## config.mk

```make
export PLATFORM = sky130hd
export DESIGN_NAME = indirect_reg_window
export DESIGN_NICKNAME = d
export VERILOG_FILES = /design/src/rtl/irw_pkg.sv /design/src/rtl/irw_ctrl.sv /design/src/rtl/irw_datapath.sv /design/src/rtl/indirect_reg_window.sv
export SDC_FILE = /design/constraint.sdc
export NUM_CORES = 2
export LEC_CHECK = 0
export BUFFER_PORTS_ARGS = -buffer_cell sky130_fd_sc_hd__clkbuf_2
export CORE_AREA = 2 2 530 532
export CTS_CLUSTER_SIZE = 30
export DETAILED_ROUTE_END_ITERATION = 10
export DIE_AREA = 0 0 532 534
export HOLD_SLACK_MARGIN = 0.02
export PLACE_DENSITY = 0.38
export SLEW_MARGIN = 30
export SYNTH_ARGS = -nofsm -noshare
export SYNTH_HDL_FRONTEND = slang
export SYNTH_SLANG_ARGS = --single-unit
```

## constraint.sdc

```tcl
create_clock -name clk -period 16.72 [get_ports clk]
set_clock_uncertainty 0.1 [all_clocks]
set_input_delay 3.344 -clock clk [delete_from_list [all_inputs] [get_ports clk]]
set_output_delay 3.344 -clock clk [all_outputs]
set_load 0.01 [all_outputs]
```

## src/rtl/irw_pkg.sv

```systemverilog
package irw_pkg;

  // Source selected for the registered read-data mux
  typedef enum logic [2:0] {
    SRC_ZERO,
    SRC_SEL,
    SRC_ID,
    SRC_VER,
    SRC_ENT
  } rdSrc_e;

  // Strobes from decode control to the storage datapath
  typedef struct packed {
    logic   idWr;
    logic   entWr;
    logic   entHi;
    logic   rdEn;
    rdSrc_e rdSrc;
  } ctrlStrobe_t;

endpackage

```

## src/rtl/irw_ctrl.sv

```systemverilog
module irw_ctrl
  import irw_pkg::*;
#(
  parameter int ADDR_W      = 12,
  parameter int SEL_W       = 8,
  parameter int NUM_ENTRIES = 24,
  parameter int REDIR_BASE  = 16,
  parameter int SEL_OFFSET  = 0,
  parameter int WIN_OFFSET  = 16,
  parameter int ENT_W       = 5
) (
  input  logic              clk,
  input  logic              rstN,
  input  logic [ADDR_W-1:0] busAddr,
  input  logic              busWrEn,
  input  logic              busRdEn,
  input  logic [SEL_W-1:0]  selWrData,
  output ctrlStrobe_t       strobe,
  output logic [ENT_W-1:0]  entIdx,
  output logic [SEL_W-1:0]  selQ
);

  localparam int OFF_W = 8;

  logic [OFF_W-1:0] offset;
  logic             hitSel;
  logic             hitWin;
  logic             isId;
  logic             isVer;
  logic             aboveBase;
  logic [SEL_W-1:0] relIdx;
  logic [SEL_W-1:0] entWide;
  logic             entValid;

  assign offset = busAddr[OFF_W-1:0];
  assign hitSel = (offset == OFF_W'(SEL_OFFSET));
  assign hitWin = (offset == OFF_W'(WIN_OFFSET));

  generate
    if (ADDR_W > OFF_W) begin : g_upper
      logic unusedUpperAddr;
      assign unusedUpperAddr = ^busAddr[ADDR_W-1:OFF_W];
    end
  endgenerate

  // Index decode
  assign isId      = (selQ == SEL_W'(0));
  assign isVer     = (selQ == SEL_W'(1));
  assign aboveBase = (selQ >= SEL_W'(REDIR_BASE));
  assign relIdx    = selQ - SEL_W'(REDIR_BASE);
  assign entWide   = relIdx >> 1;
  assign entValid  = aboveBase && (entWide < SEL_W'(NUM_ENTRIES));
  assign entIdx    = entWide[ENT_W-1:0];

  always_comb begin
    strobe.idWr  = busWrEn && hitWin && isId;
    strobe.entWr = busWrEn && hitWin && entValid;
    strobe.entHi = relIdx[0];
    strobe.rdEn  = busRdEn;
    if (hitSel)
      strobe.rdSrc = SRC_SEL;
    else if (hitWin && isId)
      strobe.rdSrc = SRC_ID;
    else if (hitWin && isVer)
      strobe.rdSrc = SRC_VER;
    else if (hitWin && entValid)
      strobe.rdSrc = SRC_ENT;
    else
      strobe.rdSrc = SRC_ZERO;
  end

  // Index register
  always_ff @(posedge clk) begin
    if (!rstN)
      selQ <= '0;
    else if (busWrEn && hitSel)
      selQ <= selWrData;
  end

endmodule

```

## src/rtl/irw_datapath.sv

```systemverilog
module irw_datapath
  import irw_pkg::*;
#(
  parameter int DATA_W       = 32,
  parameter int SEL_W        = 8,
  parameter int NUM_ENTRIES  = 24,
  parameter int ENT_W        = 5,
  parameter int ID_LSB       = 24,
  parameter int ID_W         = 4,
  parameter int VERSION_CODE = 17,
  parameter int MAXENT_LSB   = 16
) (
  input  logic                clk,
  input  logic                rstN,
  input  ctrlStrobe_t         strobe,
  input  logic [ENT_W-1:0]    entIdx,
  input  logic [SEL_W-1:0]    selQ,
  input  logic [DATA_W-1:0]   wrData,
  output logic [DATA_W-1:0]   rdData,
  output logic                rdValid,
  output logic                updValid,
  output logic [ENT_W-1:0]    updEntry,
  output logic [2*DATA_W-1:0] updData
);

  localparam int ENTRY_W = 2 * DATA_W;
  localparam logic [DATA_W-1:0] VER_WORD =
    DATA_W'(VERSION_CODE) | (DATA_W'(NUM_ENTRIES - 1) << MAXENT_LSB);

  logic [ID_W-1:0]    idQ;
  logic [ENTRY_W-1:0] entQ [NUM_ENTRIES];
  logic [ENTRY_W-1:0] curEntry;
  logic [ENTRY_W-1:0] newEntry;
  logic [DATA_W-1:0]  rdMux;

  assign curEntry = (entIdx < ENT_W'(NUM_ENTRIES)) ? entQ[entIdx] : '0;

  // Merge the written half, keep the other one
  assign newEntry = strobe.entHi ? {wrData, curEntry[DATA_W-1:0]}
                                 : {curEntry[ENTRY_W-1:DATA_W], wrData};

  always_ff @(posedge clk) begin
    if (!rstN) begin
      for (int k = 0; k < NUM_ENTRIES; k++) entQ[k] <= '0;
    end else begin
      for (int k = 0; k < NUM_ENTRIES; k++)
        if (strobe.entWr && entIdx == ENT_W'(k)) entQ[k] <= newEntry;
    end
  end

  always_ff @(posedge clk) begin
    if (!rstN)
      idQ <= '0;
    else if (strobe.idWr)
      idQ <= wrData[ID_LSB +: ID_W];
  end

  always_comb begin
    case (strobe.rdSrc)
      SRC_SEL: rdMux = DATA_W'(selQ);
      SRC_ID:  rdMux = DATA_W'(idQ) << ID_LSB;
      SRC_VER: rdMux = VER_WORD;
      SRC_ENT: rdMux = strobe.entHi ? curEntry[ENTRY_W-1:DATA_W]
                                    : curEntry[DATA_W-1:0];
      default: rdMux = '0;
    endcase
  end

  always_ff @(posedge clk) begin
    if (!rstN) begin
      rdValid  <= 1'b0;
      rdData   <= '0;
      updValid <= 1'b0;
      updEntry <= '0;
      updData  <= '0;
    end else begin
      rdValid  <= strobe.rdEn;
      rdData   <= strobe.rdEn ? rdMux : '0;
      updValid <= strobe.entWr;
      updEntry <= strobe.entWr ? entIdx : '0;
      updData  <= strobe.entWr ? newEntry : '0;
    end
  end

endmodule

```

## src/rtl/indirect_reg_window.sv

```systemverilog
module indirect_reg_window
  import irw_pkg::*;
#(
  parameter int ADDR_W       = 12,
  parameter int DATA_W       = 32,
  parameter int SEL_W        = 8,
  parameter int NUM_ENTRIES  = 24,
  parameter int REDIR_BASE   = 16,
  parameter int SEL_OFFSET   = 0,
  parameter int WIN_OFFSET   = 16,
  parameter int ID_LSB       = 24,
  parameter int ID_W         = 4,
  parameter int VERSION_CODE = 17,
  parameter int MAXENT_LSB   = 16,
  localparam int ENT_W       = $clog2(NUM_ENTRIES)
) (
  input  logic                clk,
  input  logic                rstN,
  input  logic [ADDR_W-1:0]   busAddr,
  input  logic                busWrEn,
  input  logic [DATA_W-1:0]   busWrData,
  input  logic                busRdEn,
  output logic [DATA_W-1:0]   busRdData,
  output logic                busRdValid,
  output logic                updValid,
  output logic [ENT_W-1:0]    updEntry,
  output logic [2*DATA_W-1:0] updData
);

  ctrlStrobe_t      strobe;
  logic [ENT_W-1:0] entIdx;
  logic [SEL_W-1:0] selQ;

  irw_ctrl #(
    .ADDR_W(ADDR_W), .SEL_W(SEL_W), .NUM_ENTRIES(NUM_ENTRIES),
    .REDIR_BASE(REDIR_BASE), .SEL_OFFSET(SEL_OFFSET),
    .WIN_OFFSET(WIN_OFFSET), .ENT_W(ENT_W)
  ) u_ctrl (
    .clk(clk), .rstN(rstN), .busAddr(busAddr), .busWrEn(busWrEn),
    .busRdEn(busRdEn), .selWrData(busWrData[SEL_W-1:0]),
    .strobe(strobe), .entIdx(entIdx), .selQ(selQ)
  );

  irw_datapath #(
    .DATA_W(DATA_W), .SEL_W(SEL_W), .NUM_ENTRIES(NUM_ENTRIES),
    .ENT_W(ENT_W), .ID_LSB(ID_LSB), .ID_W(ID_W),
    .VERSION_CODE(VERSION_CODE), .MAXENT_LSB(MAXENT_LSB)
  ) u_dp (
    .clk(clk), .rstN(rstN), .strobe(strobe), .entIdx(entIdx),
    .selQ(selQ), .wrData(busWrData), .rdData(busRdData),
    .rdValid(busRdValid), .updValid(updValid), .updEntry(updEntry),
    .updData(updData)
  );

endmodule

```

Word-level counts from Yosys, hierarchy flattened:

Memory sizes are Yosys's and may differ from the RTL's.
Cells that the tools add are included.
Widths: inputs -> output; s select.

* bits in registers: 115
* bits in writable memories: 1536
* input port bits: 48
* output and inout port bits: 103
* memories: 1

Memory list
* u_dp.entQ: depth 24, bits a word 64, read ports 1, clocked after Yosys merged registers in 0, write ports 24, line irw_datapath.sv:31 `logic [ENTRY_W-1:0] entQ [NUM_ENTRIES];`

* $add $sub $neg: 1
* $lt $le $gt $ge: 3
* eq/ne operators: 29
* mux-type cells: 105
* bitwise gates (word level): 24
* reductions and logical operators: 37

Operators by type and width (count)
* $mux 64: 26
* $pmux 32 s4: 1
* $mux 1: 73
* $eq 5x4->1 const B: 8
* $eq 5x5->1 const B: 8
* $logic_and 1x1->1: 32
* $mux 32: 1
* $or 1x1->1: 24
* $eq 5x3->1 const B: 4
* $logic_not 8->1: 2
* $mux 3: 4
* $eq 5x2->1 const B: 2
* $eq 8x1->1 const B: 1
* $eq 8x5->1 const B: 1
* $ge 8x5->1 const B: 1
* $sub 8x5->8 const B: 1
* $lt 7x5->1 const B: 1
* $eq 3x2->1 const B: 2
* $eq 5x1->1 const B: 1
* $logic_not 5->1: 1
* $lt 5x5->1 const B: 1
* $reduce_and 2->1: 2
* $eq 3x1->1 const B: 1
* $eq 3x3->1 const B: 1

Logic depth before layout (Yosys ltp):

* depth in word-level cells: 10
* depth in mapped cells: 15

Hierarchy:

A second synthesis with hierarchy kept.

* cell total of the unflattened synthesis: 5139
* area, all modules: 70606.5 µm²

Modules (own cells, without submodules)
* irw_datapath: instances 1, cells each 5075, area an instance 70089.7 µm², sequential area each 48266.3 µm²
* irw_ctrl: instances 1, cells each 64, area an instance 516.7 µm², sequential area each 160.2 µm²

Worst setup path after synthesis:

Ideal clock, no wire load.

* kind: input to register
* start: in busAddr[2]
* end: mem u_dp.entQ[20][0] (netlist bit), enable pin
* library setup time: 0.581 ns
* arrival time: 9.142 ns
* path slack: 6.897 ns
* cell stages on the path: 7
* path buffers: 1
* path through: nor4_1 and4b_1 clkbuf_1 nand3_1 nor2_1 nand2_1 o31ai_1

RTL lines
* from (decl): line indirect_reg_window.sv:19 `input logic [ADDR_W-1:0] busAddr,`
* to (decl): line irw_datapath.sv:31

==> run_results.csv <==
group,metric,value,unit
die,dieWidth,532,um
setup_path,crit_chain,"clkbuf_2 -> nor4_4 -> and4b_1 -> and2_1 -> nand3_4 -> nand2_4 -> buf_4",
logic_synthesis,synth-main-ff-cell,"edfxtp_1",
power,power_frac_comb,3.4,%
power,seqPwrFrac,51.0,%
clocking,cts.sinks,1651,
drt,met3_wirelength,13500,um
clocking,clkLatencyLatePin,0.89,ns
grt,track_usage,19.0,%
setup_path,path_max_fanout,40,
finish,design_area,0.0802,sq mm
power,p_switching,2110,uW
power,p_leak,0.0261,uW
timing,maxSlewViolCount,0,
place,hpwl,156000,um
drt,via_per_inst,4.84,
timing,relSlewSlack,22.0,%
logic_synthesis,syn_area,0.0694,sq mm
grt,grt_pass1_vias,42600,
timing,fin_crit_sh,43.8,%
finish,postLayoutCoreUtil,28.8,%
logic_synthesis,synthesis.nets,4619,
setup_path,slowest_stage,"buf_4",
timing,tightest_slew,1.17,ns
drt,wl_per_cell,32.3,um
power,powerDensity,116,mW/mm^2
finish,layout_commonest_cell,"edfxtp_1",
power,clock_power_share,45.6,%
grt,overflow,0,
logic_synthesis,yosysSeqAreaShare,69.8,%
logic_synthesis,synth-edff-count,1536,
finish,drive_gt1_share,22.5,%
drt,ant_nets,0,
drt,drtIter0Drc,4055,
die,core.rowCount,194,
die,initial_core_util,24.9,%
logic_synthesis,synth_cell_types,66,
place,place_area,0.0739,sq mm
place,port_buffers,146,
drt,top_layer,"met5",
die,ios,151,
status,outcome,"finished, final reports clean",
power,peakVddDrop,0.0743,mV
clocking,ctsResizeCount,0,
logic_synthesis,synth_seq_cells,1651,
timing,setup_viol,0,
setup_path,slowest_delay,0.84,ns
clocking,htreeDepth,4,
die,core-area,0.278,sq mm
timing,fin_crit,7.32,ns
drt,route.met2.wl,134000,um
logic_synthesis,async_reset_ff_share,0,%
setup_path,end_kind,"register",
die,die_area,0.284,sq mm
finish,final_cell_mix,"edfxtp_1 (1536), nor2_1 (1276), mux4_2 (317)",
power,swShare,22.8,%
setup_path,cp_top_family,"simple AND/OR/NAND/NOR gates",
power,p_int,7150,uW
drt,drtPass1Iterations,8,
place,gp_congestion,0.779,
clocking,cts_tree,"done",
timing,rsz0062_at_grt,"false",
job,cap_violations,0,
finish,syn_to_final_growth,15.5,%
logic_synthesis,avgSynthCellArea,15.2,sq um
drt,route.detailed.drc,0,
setup_path,path_class,"input port to register",
setup_path,cp.arrival,7.65,ns
setup_path,cp-start-kind,"input port",
drt,wl_met1,120000,um
die,chipHeight,534,um
clocking,post_cts_buffers,0,
clocking,clk_path_buf_depth,4,
timing,finalHoldViolCount,0,
clocking,cts_buffers,203,
logic_synthesis,postSynthCellCount,4570,
grt,grt_pass1_wl,376000,um
timing,fmax,137,MHz
setup_path,critPathRequiredTime,17.04,ns
clocking,cts.root.buffer_cell,"clkbuf_16",
clocking,postCtsHoldBufs,0,
timing,hold-worst-slack,0.404,ns
finish,nets,4682,
drt,finalWirelength,275000,um
logic_synthesis,synth.yosys.warnings,0,
setup_path,path_buf_inv,2,
drt,vias,41200,
grt,antenna_found_initial,28,
grt,grt_max_degree,87,
clocking,clk_pin_slew,0.06,ns
min_path,hold_class,"register to register",
timing,final.setup.tns,0,ns
## worst register-to-register path: stages, from the launching register on
cell	delay [ns]
dfxtp_4	0.52
clkinv_2	0.14
ha_4	0.38
nor3_1	0.85
and2_1	0.62
nand3_4	0.73
nand2_4	0.85
buf_4	0.85
## state kept, by name (all words and copies together) (netlist names)
signal	count
u_ctrl.selQ	8
u_dp.entQ	1536
u_dp.idQ	4
u_dp.rdData	32
u_dp.rdValid	1
u_dp.updData	64
u_dp.updEntry	5
u_dp.updValid	1
## stage by stage
step           setup slack [ns]  power, uW  std cells
2_1_floorplan              6.90       4950       4570
3_3_place_gp               8.10       5120       8147
3_5_place_dp               8.46       5130       8150
4_1_cts                    9.36       9370       8509
5_1_grt                    9.34       9540       8514
6_report                   9.40       9260       8517
## cell usage after synthesis, drive strengths merged (21+ instances only)
master / count / area [sq um]
buf: 316 / 2340
a22oi: 21 / 183
mux2: 27 / 304
o22ai: 26 / 163
o2bb2a: 32 / 393
clkbuf: 120 / 450
inv: 69 / 259
nand2: 204 / 766
o21ai: 35 / 175
mux4: 324 / 7320
dfxtp: 115 / 2300
edfxtp: 1536 / 46100
mux2i: 154 / 1540
a32oi: 55 / 482
nand3: 42 / 210
nor2: 1303 / 4940
a21oi: 25 / 125
a221oi: 23 / 220
o221ai: 32 / 280
## cells by family after synthesis
family | after synthesis | synth area share, %
AOI/OAI and AO/OA | 302 | 3.55
adders and majority gates | 1 | 0.0180
buffers and inverters | 508 | 4.43
DFF | 1651 | 69.8
muxes | 505 | 13.2
and+or+nand+nor | 1603 | 9.05
## layer usage
layer,global-route usage (%),vias up
li1,-,17100
met1,25.7,22400
met2,32.0,1330
met3,2.49,364
met4,5.33,6
met5,0,-
## worst paths after layout
kind / slack (ns) / to / startpoint / cells past startpoint
worst max register to register: 11.17 / u_dp.entQ[8][0]$_SDFFCE_PN0P_ / u_ctrl.selQ[4]$_SDFFE_PN0P_ / 7
worst min-delay path: 0.40 / u_ctrl.selQ[6]$_SDFFE_PN0P_ / u_ctrl.selQ[6]$_SDFFE_PN0P_ / 2
worst min register to register: 0.40 / u_ctrl.selQ[6]$_SDFFE_PN0P_ / u_ctrl.selQ[6]$_SDFFE_PN0P_ / 2
worst max-delay path: 9.40 / u_dp.entQ[8][0]$_SDFFCE_PN0P_ / busAddr[2] / 7
## layout make-up
type	instances	area [sq um]
inverter	70	269
multi-input combinational	2411	18600
tap	3724	4660
antenna	6	15.0
timing repair buffer	296	1950
clock inverter	82	573
clock buffer	277	5640
sequential	1651	48400
fill	27900	198000
## power by group through the flow
stage                     clock network [uW]  registers, uW  logic [uW]
final                                   4230           4720         315
after global routing                    4480           4730         328
after CTS                               4330           4720         319
after detailed placement                   0           4810         319
after global placement                     0           4800         316
after floorplan                            0           4800         154
(Power assumes the default switching activity.)
